## config.mk

```make
export PLATFORM = sky130hd
export DESIGN_NAME = rpt_loop_seq
export DESIGN_NICKNAME = d
export VERILOG_FILES = /design/src/rtl/rpt_pkg.sv /design/src/rtl/rpt_cfg_regs.sv /design/src/rtl/rpt_counter.sv /design/src/rtl/rpt_seq_fsm.sv /design/src/rtl/rpt_loop_seq.sv
export SDC_FILE = /design/constraint.sdc
export NUM_CORES = 1
export LEC_CHECK = 0
export BUFFER_PORTS_ARGS = -buffer_cell sky130_fd_sc_hd__buf_2
export CAP_MARGIN = 5
export CORE_ASPECT_RATIO = 2
export CORE_MARGIN = 1.5
export CORE_UTILIZATION = 45
export DETAILED_ROUTE_END_ITERATION = 8
export PLACE_DENSITY = 0.73
export SLEW_MARGIN = 5
export SYNTH_ARGS = -nofsm -noshare
export SYNTH_HDL_FRONTEND = slang
export SYNTH_SLANG_ARGS = --single-unit
```

## constraint.sdc

```tcl
create_clock -name clk -period 4.9 [get_ports clk]
set_clock_uncertainty 0.05 [all_clocks]
set_input_delay 0.98 -clock clk [delete_from_list [all_inputs] [get_ports clk]]
set_output_delay 0.98 -clock clk [all_outputs]
set_load 0.01 [all_outputs]
```

## src/rtl/rpt_pkg.sv

```systemverilog
package rpt_pkg;
  localparam int unsigned ADDR_W = 32;
  localparam int unsigned RC_W   = 12;

  typedef enum logic [1:0] {
    SEL_START = 2'd0,
    SEL_END   = 2'd1,
    SEL_COUNT = 2'd2,
    SEL_NONE  = 2'd3
  } cfg_sel_e;

  typedef enum logic {
    LOOP_IDLE  = 1'b0,
    LOOP_ARMED = 1'b1
  } loop_state_e;

  typedef struct packed {
    logic arm;
    logic back;
    logic fin;
    logic abort;
  } loop_evt_t;
endpackage

```

## src/rtl/rpt_cfg_regs.sv

```systemverilog
module rpt_cfg_regs
  import rpt_pkg::*;
#(
  parameter int unsigned AW = ADDR_W
) (
  input  logic          clk,
  input  logic          rst,
  input  logic          wr_en,
  input  logic [1:0]    wr_sel,
  input  logic [AW-1:0] wr_data,
  input  logic          lock,
  output logic [AW-1:0] start_addr,
  output logic [AW-1:0] end_addr
);
  logic do_wr;
  assign do_wr = wr_en && !lock;

  always_ff @(posedge clk) begin
    if (rst) begin
      start_addr <= '0;
      end_addr   <= '0;
    end else if (do_wr) begin
      if (cfg_sel_e'(wr_sel) == SEL_START) start_addr <= wr_data;
      if (cfg_sel_e'(wr_sel) == SEL_END)   end_addr   <= wr_data;
    end
  end
endmodule

```

## src/rtl/rpt_counter.sv

```systemverilog
module rpt_counter
  import rpt_pkg::*;
#(
  parameter int unsigned CW = RC_W
) (
  input  logic          clk,
  input  logic          rst,
  input  logic          load_en,
  input  logic [CW-1:0] load_val,
  input  logic          dec,
  input  logic          clear,
  output logic [CW-1:0] count,
  output logic          cnt_nz,
  output logic          cnt_gt1,
  output logic          cnt_is1
);
  localparam logic [CW-1:0] ONE = CW'(1);

  always_ff @(posedge clk) begin
    if (rst)          count <= '0;
    else if (clear)   count <= '0;
    else if (dec)     count <= count - ONE;
    else if (load_en) count <= load_val;
  end

  assign cnt_nz  = (count != '0);
  assign cnt_is1 = (count == ONE);
  assign cnt_gt1 = cnt_nz && !cnt_is1;
endmodule

```

## src/rtl/rpt_seq_fsm.sv

```systemverilog
module rpt_seq_fsm
  import rpt_pkg::*;
(
  input  logic      clk,
  input  logic      rst,
  input  loop_evt_t evt,
  output logic      armed,
  output logic      hold
);
  loop_state_e state, state_nx;
  logic        hold_nx;

  always_comb begin
    state_nx = state;
    hold_nx  = hold;
    unique case (state)
      LOOP_IDLE: begin
        if (evt.arm) begin
          state_nx = LOOP_ARMED;
          hold_nx  = 1'b1;
        end
      end
      LOOP_ARMED: begin
        if (evt.abort || evt.fin) begin
          state_nx = LOOP_IDLE;
          hold_nx  = 1'b0;
        end
      end
      default: begin
        state_nx = LOOP_IDLE;
        hold_nx  = 1'b0;
      end
    endcase
  end

  always_ff @(posedge clk) begin
    if (rst) begin
      state <= LOOP_IDLE;
      hold  <= 1'b0;
    end else begin
      state <= state_nx;
      hold  <= hold_nx;
    end
  end

  assign armed = (state == LOOP_ARMED);
endmodule

```

## src/rtl/rpt_loop_seq.sv

```systemverilog
module rpt_loop_seq
  import rpt_pkg::*;
#(
  parameter int unsigned AW = ADDR_W,
  parameter int unsigned CW = RC_W
) (
  input  logic           clk,
  input  logic           rst,
  input  logic           cfg_wr,
  input  logic [1:0]     cfg_sel,
  input  logic [AW-1:0]  cfg_wdata,
  input  logic           ret_valid,
  input  logic [AW-1:0]  ret_pc,
  input  logic           ret_is_detect,
  input  logic           ret_in_slot,
  input  logic           ret_br_taken,
  input  logic           exc_abort,
  input  logic           irq_req,
  output logic           redir_valid,
  output logic [AW-1:0]  redir_pc,
  output logic           exc_hold,
  output logic           irq_accept,
  output logic [CW+1:0]  status
);
  localparam int unsigned ST_W = CW + 2;

  logic [AW-1:0] start_q, end_q;
  logic [CW-1:0] rc_q;
  logic          rc_nz, rc_gt1, rc_is1;
  logic          armed;
  logic          at_end, detect_ok;
  loop_evt_t     evt;

  assign at_end    = ret_valid && (ret_pc == end_q);
  assign detect_ok = ret_valid && ret_is_detect && !(ret_in_slot && ret_br_taken);

  assign evt.arm   = !armed && detect_ok && rc_nz;
  assign evt.abort = armed && exc_abort;
  assign evt.back  = armed && !exc_abort && at_end && rc_gt1;
  assign evt.fin   = armed && !exc_abort && at_end && rc_is1;

  rpt_cfg_regs #(.AW(AW)) u_cfg (
    .clk        (clk),
    .rst        (rst),
    .wr_en      (cfg_wr),
    .wr_sel     (cfg_sel),
    .wr_data    (cfg_wdata),
    .lock       (armed || evt.arm),
    .start_addr (start_q),
    .end_addr   (end_q)
  );

  rpt_counter #(.CW(CW)) u_cnt (
    .clk      (clk),
    .rst      (rst),
    .load_en  (cfg_wr && (cfg_sel_e'(cfg_sel) == SEL_COUNT) && !armed && !evt.arm),
    .load_val (cfg_wdata[CW-1:0]),
    .dec      (evt.back),
    .clear    (evt.fin),
    .count    (rc_q),
    .cnt_nz   (rc_nz),
    .cnt_gt1  (rc_gt1),
    .cnt_is1  (rc_is1)
  );

  rpt_seq_fsm u_fsm (
    .clk   (clk),
    .rst   (rst),
    .evt   (evt),
    .armed (armed),
    .hold  (exc_hold)
  );

  assign redir_valid = evt.back;
  assign redir_pc    = start_q;
  assign irq_accept  = irq_req && !exc_hold;
  assign status      = ST_W'({armed, exc_hold, rc_q});
endmodule

```

Yosys cells after proc, flatten, opt, wreduce, memory -nomap -nowiden
Index checks and enable logic that the tools add are counted.
{ "totals": {"latchBits": 0, "rom_bits": 0, "mem_count": 0, "ramBits": 0, "ff_bits": 78, "word_cells": 54} }
{ "op_classes": {"div": 0, "n_reduce_logical": 33, "n_shift": 0, "n_mul": 0, "n_addsub": 1, "muxes": 8, "n_lt_le_gt_ge": 0, "bitwise_logic": 1, "n_eq_ne": 6} }
{ "ops": {"columns": ["op", "count"], "rows": [
  ["equality test 32 bit", 1],
  ["two-way mux 12 bit", 2],
  ["logical AND 1 bit", 17],
  ["equality test 12 x 1 -> 1 bit, second input constant", 1],
  ["nonzero test 12 bit", 1],
  ["subtractor 12 x 1 -> 12 bit, second input constant", 1],
  ["logical NOT 1 bit", 7],
  ["AND reduction 2 bit", 3],
  ["two-way mux 1 bit", 4],
  ["inequality test 2 bit, second input constant", 2],
  ["case mux 1 bit (2 select lines)", 2],
  ["equality test 2 x 1 -> 1 bit, second input constant", 1],
  ["equality test 2 bit, second input constant", 1],
  ["logical NOT 2 bit", 1],
  ["logical OR 1 bit", 2],
  ["nonzero test 2 bit", 1],
  ["OR reduction 2 bit", 1],
  ["inverter 1 bit", 1]
]} }

Depth between registers and ports, before layout
Gate-level depths: netlist of the first run.
{ "depth": {"ltp_word": 9, "mapped_depth": 10} }

Cells and area by module
Synthesis of the first run repeated with hierarchy kept, for this count alone.
{ "hier_totals": {"hier_cells": 402, "hier_area_um2": 3930.0} }
{ "modules_own_cells": {"columns": ["mod", "area_per_inst_um2", "seq_area_each_um2", "cells_per_inst", "n_inst"], "rows": [
  ["rpt_cfg_regs", 2666.3, 1281.2, 246, 1],
  ["rpt_counter", 753.2, 240.2, 91, 1],
  ["rpt_loop_seq", 431.7, 0.0, 57, 1],
  ["rpt_seq_fsm", 78.8, 40.0, 8, 1]
]} }

Worst setup path after synthesis of the first run
OpenSTA, ideal clock, no wires.
{ "synth_path": {"kind": "input -> output", "startpoint": "in ret_pc[5]", "endpoint": "out redir_valid", "path_buffers": 0, "t_arrival_ns": 1.993, "setup_slack_ns": 1.877, "required_time_ns": 3.870, "cell_stages": 5, "path_cell_list": "xnor2_1 -> nand4_1 -> nor4_1 -> nand3_1 -> nor3_1"} }
{ "synth_via": {"elab_chain_cells": 4} }
{ "synth_rtl": {"columns": ["item", "line_no", "source"], "rows": [
  ["start: declaration", "rpt_loop_seq.sv:13", "input logic [AW-1:0] ret_pc,"],
  ["equality test 32 bit", "rpt_loop_seq.sv:34", "assign at_end = ret_valid && (ret_pc == end_q);"],
  ["logical AND 1 bit", "rpt_loop_seq.sv:34", null],
  ["logical AND 1 bit (2 in a row)", "rpt_loop_seq.sv:39", "assign evt.back = armed && !exc_abort && at_end && rc_gt1;"],
  ["end: declaration", "rpt_loop_seq.sv:19", "output logic redir_valid,"]
]} }
Every way passes these cells.

Worst setup path after layout of the first run
{ "layout_path": {"startpoint": "in ret_pc[15]", "endpoint": "out redir_valid"} }
Same word-level chain as after synthesis.

==> out/metrics.yaml, run 1 <==
placed_design:
  placed_area_um2: 4230
  dpl.hpwl_um: 7700
  portBuffers: 123
  placed_cells: 612
  globalplace.congestion: 0.944
  post-place-ws_ns: 1.45
yosys:
  syn-mean-instance-area_um2: 8.58
  synth_cell_type_count: 46
  synthArstFlopShare_pct: 0
  syn_inst: 418
  yosysWarnings: 0
  synth_nets: 495
  synth_edf_count: 0
  ys_seq_elements: 78
  syn_area_um2: 3580
  ys_seq_area_share_pct: 43.6
  ys.flop_type: "dfxtp_1"
routing:
  wl_per_cell_um: 16.1
  initialDrtViolationCount: 257
  drtAntennaViolNets: 0
  totalWireLength_um: 10100
  routed_via_density: 5.40
  dr.pass1.iters: 4
  via_count: 3385
  drc: 0
flow_run:
  cap_violations: 0
floorplanning:
  fp.dieH_um: 129
  initial_core_util_pct: 46.8
  core_area_um2: 7660
  io_pins: 124
  fp.dieW_um: 66.1
  num_rows: 45
  die_area_um2: 8540
setup_path:
  arrival_ns: 2.48
  critical_path_class: "primary input to output pin"
  end_kind: "output pin"
  cp-start-kind: "primary input"
  cp.required_ns: 3.87
  crit_fanout: 2
clock_network:
  cts_buffer_depth: 2
  cts_resized: 0
  cts-hold-fix-buffers: 0
  cts.clk_slew.worst_paths_ns: 0.06
  cts_buffers: 9
  clock-sinks: 78
  cts_tree: "built"
  ctsRootBufferMaster: "clkbuf_16"
  cts_setup_buffers: 0
  h-tree-depth: 3
  insertion_delay_ns: 0.33
sta:
  fmax_ghz: 0.285
  rsz0062_at_grt: "false"
  hold_ws_ns: 0.400
  worst_slew_pin_slew_ns: 1.28
  setup_viol: 0
  max_slew_margin_pct: 14.6
  min_period_ns: 3.51
  post-route-period-util_pct: 71.7
  maxSlewViolCount: 0
  hold_violations: 0
  setup_tns_ns: 0
  fin_ws_ns: 1.39
power_and_ir_drop:
  peakVddDrop_v: 0.000280
  p_total_mw: 1.59
  p_leak_nw: 2.04
  p_per_area_nw_per_um2: 350
worst_hold_path:
  hp-class: "flip-flop to flip-flop"
finish:
  fillers: 739
  multi_input_area_um2: 1900
  fin_nets: 606
  antenna_cells: 0
  synthToLayoutAreaGrowth_pct: 26.7
  finish.utilization_pct: 59.3
  final_cells: 627
  seqCellArea_um2: 1560
  design_area_um2: 4540
  drive_gt1_share_pct: 27.6
grt:
  antenna_found_initial: 0
  grt.total_usage_pct: 23.7
  grt_first_pass_wirelength_um: 15200
  grt_max_degree: 67
  gr-total-overflow: 0
  grt_pass1_vias: 3184
run_status:
  status: "completed"
power breakdown:
group | total (mW) | internal, mW | leakage (nW) | switching, mW
Sequential | 0.677 | 0.659 | 0.633 | 0.0181
Combinational | 0.207 | 0.0890 | 1.25 | 0.118
Clock | 0.708 | 0.458 | 0.153 | 0.250
per-layer routing:
| metal | up-vias | wire length, um | share of wire [%] | global-route usage [%] |
|---|---|---|---|---|
| met4 | 0 | 391 | 3.9 | 13.0 |
| met5 | - | 0 | 0 | 0 |
| met2 | 119 | 5670 | 56 | 44.1 |
| met1 | 1594 | 3630 | 36 | 23.6 |
| li1 | 1649 | - | - | - |
| met3 | 23 | 381 | 3.8 | 4.60 |
area by class of cell:
class                      count  share of cell area [%]
inverter                       3                   0.248
multi-input combinational    311                    41.8
clock buffer                  12                    5.43
sequential                    78                    34.4
tap                           94                    2.59
clock inverter                 3                    1.52
timing repair buffer         126                    14.1
registers in the layout, indices dropped and copies added, names as in the netlist:
register	count
u_cnt.count	12
u_fsm.armed	1
u_cfg.end_addr	32
u_fsm.hold	1
u_cfg.start_addr	32
final timing paths:
check / startpoint / to / slack, ns / cells after the start
hold / removal: u_cfg.start_addr[9] / u_cfg.start_addr[9] / 0.40 / 2
setup / recovery: ret_pc[15] / redir_valid / 1.39 / 7
hold reg to reg: u_cfg.start_addr[9] / u_cfg.start_addr[9] / 0.40 / 2
setup reg to reg: u_cnt.count[0] / u_cfg.end_addr[27] / 1.40 / 9
kinds of logic after synthesis:
family          after synthesis  synth area share, %
compound gates               60                 9.81
xor+xnor                     33                 8.06
fa+ha+maj                     2                0.698
buf+inv                      29                 3.70
flops                        78                 43.6
mux                          35                 9.84
simple gates                181                 24.3
critical path, cell delays in order:
cell	delay (ns)
buf_2	0.10
xnor2_1	0.30
nand4_1	0.14
nor4_1	0.37
nand3_1	0.12
nor3_1	0.28
buf_2	0.18
synth_stat cells, types with 2 or more instances:
cell	n	area share, %
buf_4	2	0.42
dfxtp_1	78	44
a31oi_1	4	0.70
mux2_2	2	0.63
nand3_1	7	0.98
nand4_1	14	2.4
inv_1	3	0.31
mux2i_1	33	9.2
or3_1	2	0.35
nand3b_1	7	1.5
o21ai_0	3	0.42
nor2_1	39	4.1
a2bb2oi_1	2	0.49
nand2_1	82	8.6
nor2b_1	2	0.35
nand2b_1	2	0.35
nor4b_1	2	0.49
xnor2_1	33	8.1
ha_1	2	0.70
a21oi_1	40	5.6
nor4_1	7	1.2
and2_1	2	0.35
clkbuf_1	11	1.2
nor3_1	4	0.56
buf_2	13	1.8
or4_1	2	0.42
cell usage in the layout, fill, tap and decap left out, drive strengths merged, types with 2 or more instances in the layout:
| cell type | synthesis | final |
|---|---|---|
| ha | 2 | 2 |
| inv | 3 | 3 |
| nand3b | 7 | 7 |
| o21ai | 3 | 3 |
| xnor2 | 33 | 33 |
| nor2 | 39 | 39 |
| nor4 | 7 | 7 |
| and2 | 2 | 2 |
| nor2b | 2 | 2 |
| nor3 | 4 | 4 |
| a21oi | 41 | 41 |
| nor3b | 2 | 2 |
| nand4 | 14 | 14 |
| a2bb2oi | 2 | 2 |
| nand2b | 2 | 2 |
| or4 | 2 | 2 |
| nor4b | 2 | 2 |
| mux2 | 2 | 2 |
| or3 | 3 | 3 |
| mux2i | 33 | 33 |
| a31oi | 5 | 5 |
| clkbuf | 11 | 12 |
| dfxtp | 78 | 78 |
| nand3 | 7 | 7 |
| bufinv | 0 | 2 |
| nand2 | 82 | 82 |
| buf | 15 | 126 |
No activity file was read; power rests on OpenSTA's default activity.
==> inputs of run 2 (changes only) <==
Settings changed: ABC_AREA from default to 1, PLACE_DENSITY 0.73 to 0.74.
Clock period 4.9 ns to 2.9 ns, I/O delays scaled along.
==> out/metrics.yaml, run 2 <==
sta:
  rsz0062_at_grt: "false"
  hold_violations: 0  # unchanged
  setup_viol: 0  # unchanged
  worst_slew_pin_slew_ns: 0.387  # -0.893 ns
  post-route-period-util_pct: 91.4
  setup_tns_ns: 0  # unchanged
  fin_ws_ns: 0.248  # -1.14 ns
  max_slew_margin_pct: 74.0  # +59 points
  maxSlewViolCount: 0  # unchanged
  fmax_ghz: 0.377
  min_period_ns: 2.65
setup_path:
  cp-start-kind: "flip-flop"
  reg2reg_depth: 12  # +3
  cp.required_ns: 2.27  # -1.60 ns
  crit_fanout: 10  # +8
  critical_path_class: "flip-flop to output pin"
  arrival_ns: 2.02  # -0.46 ns
  crit_start: "u_fsm.armed"
  r2r-start: "u_cnt.count[0]"
  reg2reg_to: "u_cnt.count[7]"
  end_kind: "output pin"
  rrSetupSlack_ns: 0.76  # -0.64 ns
worst_hold_path:
  hold_depth: 2  # unchanged
  worstHoldEndpoint: "u_fsm.hold"
  holdCritStartpoint: "rst"
  hp-class: "primary input to flip-flop"
yosys:
  syn_inst: 617  # +48%
  synth_edf_count: 0  # unchanged
  syn-mean-instance-area_um2: 6.89  # -20%
  ys_seq_elements: 78  # unchanged
  ys_seq_area_share_pct: 36.7  # -6.8 points
  yosysMostFrequentCell: "nand2_1"
  synth_cell_type_count: 32  # -30%
  syn_area_um2: 4250  # +19%
  yosys.area.top_type: "dfxtp_1"
  ys_top_cells_by_area: "dfxtp_1 (37%), nand2_1 (11%), inv_1 (8.5%), o21ai_1 (6.9%), a21oi_2 (5.8%)"
  synthTopCellsByCount: "nand2_1 (125), inv_1 (96), dfxtp_1 (78), nor2_1 (60), o21ai_1 (59)"
  synthArstFlopShare_pct: 0  # unchanged
  yosysTopAreaCellShare_pct: 36.7  # -6.8 points
  yosysWarnings: 0  # unchanged
  ys.flop_type: "dfxtp_1"
  synth_nets: 694  # +40%
routing:
  initialDrtViolationCount: 155  # -40%
  routed_via_density: 5.00  # -7.4%
  wl_per_cell_um: 14.0  # -13%
  dr.pass1.iters: 7  # +3
  totalWireLength_um: 11800  # +17%
  drtAntennaViolNets: 0  # unchanged
  via_count: 4215  # +25%
  drc: 0  # unchanged
grt:
  grt_pass1_vias: 4143  # +30%
  grt_max_degree: 65  # -3.0%
  grt_first_pass_wirelength_um: 18800  # +24%
  gr-total-overflow: 0  # unchanged
  grt.total_usage_pct: 24.0  # +0.34 points
  antenna_found_initial: 0  # unchanged
finish:
  final_cell_mix: "nand2_1 (125), buf_2 (123), inv_1 (95), dfxtp_1 (78)"
  layout_commonest_cell: "nand2_1"
  synthToLayoutAreaGrowth_pct: 22.7
  drive_gt1_share_pct: 27.9  # +0.30 points
  fin_nets: 811  # +34%
  fillers: 905  # +22%
  antenna_cells: 0  # unchanged
  largestRegisters: "u_cfg.end_addr x32, u_cfg.start_addr x32, u_cnt.count x12"
placed_design:
  globalplace.congestion: 0.881  # -6.6%
  portBuffers: 123  # unchanged
  post-place-ws_ns: 0.290  # -1.16 ns
  dpl.hpwl_um: 9410  # +22%
clock_network:
  clock-sinks: 78  # unchanged
  cts_tree: "built"
  cts_buffer_depth: 2  # unchanged
  cts-hold-fix-buffers: 0  # unchanged
  cts.clk_slew.worst_paths_ns: 0.06  # about the same
  cts_buffers: 9  # unchanged
  ctsRootBufferMaster: "clkbuf_16"
  cts_setup_buffers: 0  # unchanged
  insertion_delay_ns: 0.33  # about the same
  cts_resized: 0  # unchanged
  h-tree-depth: 3  # unchanged
power_and_ir_drop:
  peakVddDrop_v: 0.000373  # +33%
  p_leak_nw: 2.47  # +21%
  p_total_mw: 2.91  # +83%
  p_per_area_nw_per_um2: 558  # +59%
floorplanning:
  fp.dieW_um: 71.7  # +8.5%
  num_rows: 50  # +11%
  fp.dieH_um: 140  # +8.7%
  initial_core_util_pct: 45.9  # -0.88 points
  io_pins: 124  # unchanged
  die_area_um2: 10100  # +18%
  core_area_um2: 9260  # +21%
run_status:
  status: "completed"
flow_run:
  cap_violations: 0  # unchanged
## run 2: changes by cell type after synthesis, moves of 11 or more
cell / previous run / this run
a21oi_2: 1 / 28
nand3_1: 7 / 18
nand2_1: 82 / 125
nor2_1: 39 / 60
inv_2: 0 / 13
xnor2_1: 33 / 8
mux2i_1: 33 / 0
inv_1: 3 / 96
o21ai_1: 0 / 59
## run 2: layout make-up
cell class,count,area (um^2),share of cell area [%]
Clock inverter,4,70.1,1.34
Sequential cell,78,1560,29.9
Timing Repair Buffer,128,666,12.8
Clock buffer,12,246,4.72
Inverter,110,413,7.91
Tap cell,104,130,2.49
Multi-Input combinational cell,407,2130,40.8
## run 2: kinds of logic after synthesis
| kind of cell | count (synthesis) | share of synthesized area, % |
|---|---|---|
| compound gates | 143 | 19.4 |
| fa+ha+maj | 2 | 0.588 |
| flops | 78 | 36.7 |
| buf+inv | 132 | 13.2 |
| xor+xnor | 17 | 3.50 |
| simple gates | 245 | 26.6 |
## run 2: critical path, cell delays in order, from the launching register on
cell and delay [ns]:
dfxtp_1 0.42, nand2_1 0.10, nor2_2 0.20, nand2_1 0.08
nor2_1 0.16, nand2_1 0.11, nor2_4 0.22, nand3_4 0.17
inv_1 0.09, buf_2 0.13
## run 2: report_power, final
group | leakage [nW] | internal, mW | total, mW | switching [mW]
Clock | 0.157 | 0.775 | 1.21 | 0.437
Sequential | 0.637 | 1.14 | 1.18 | 0.0417
Combinational | 1.67 | 0.198 | 0.523 | 0.325
## run 2: metrics by stage
stage / instance area, um^2 / hold WS [ns] / std cells / util (%)
final: 5220 / 0.385 / 843 / 56.4
after global routing: 5220 / 0.386 / 843 / 56.4
after CTS: 5220 / 0.375 / 843 / 56.3
after detailed placement: 4900 / 0.382 / 827 / 52.9
after global placement: 4900 / 0.379 / 827 / 52.9
after floorplan: 4250 / 0.386 / 617 / -
## run 2: layer usage
metal | vias up | wire length, um | track usage, %
met5 | - | 0 | 0
met4 | 0 | 493 | 12.4
met3 | 31 | 376 | 3.67
met2 | 95 | 6810 | 47.0
met1 | 1911 | 4130 | 22.7
li1 | 2178 | - | -
## run 2: worst max-delay path by stage
stage                  end  slack [ns]  cells past startpoint
3_3_place_gp   redir_valid        0.29                     10
6_report       redir_valid        0.25                      9
3_5_place_dp   redir_valid        0.29                     10
2_1_floorplan  redir_valid        0.83                     10
4_1_cts        redir_valid        0.15                      9
5_1_grt        redir_valid        0.06                      9
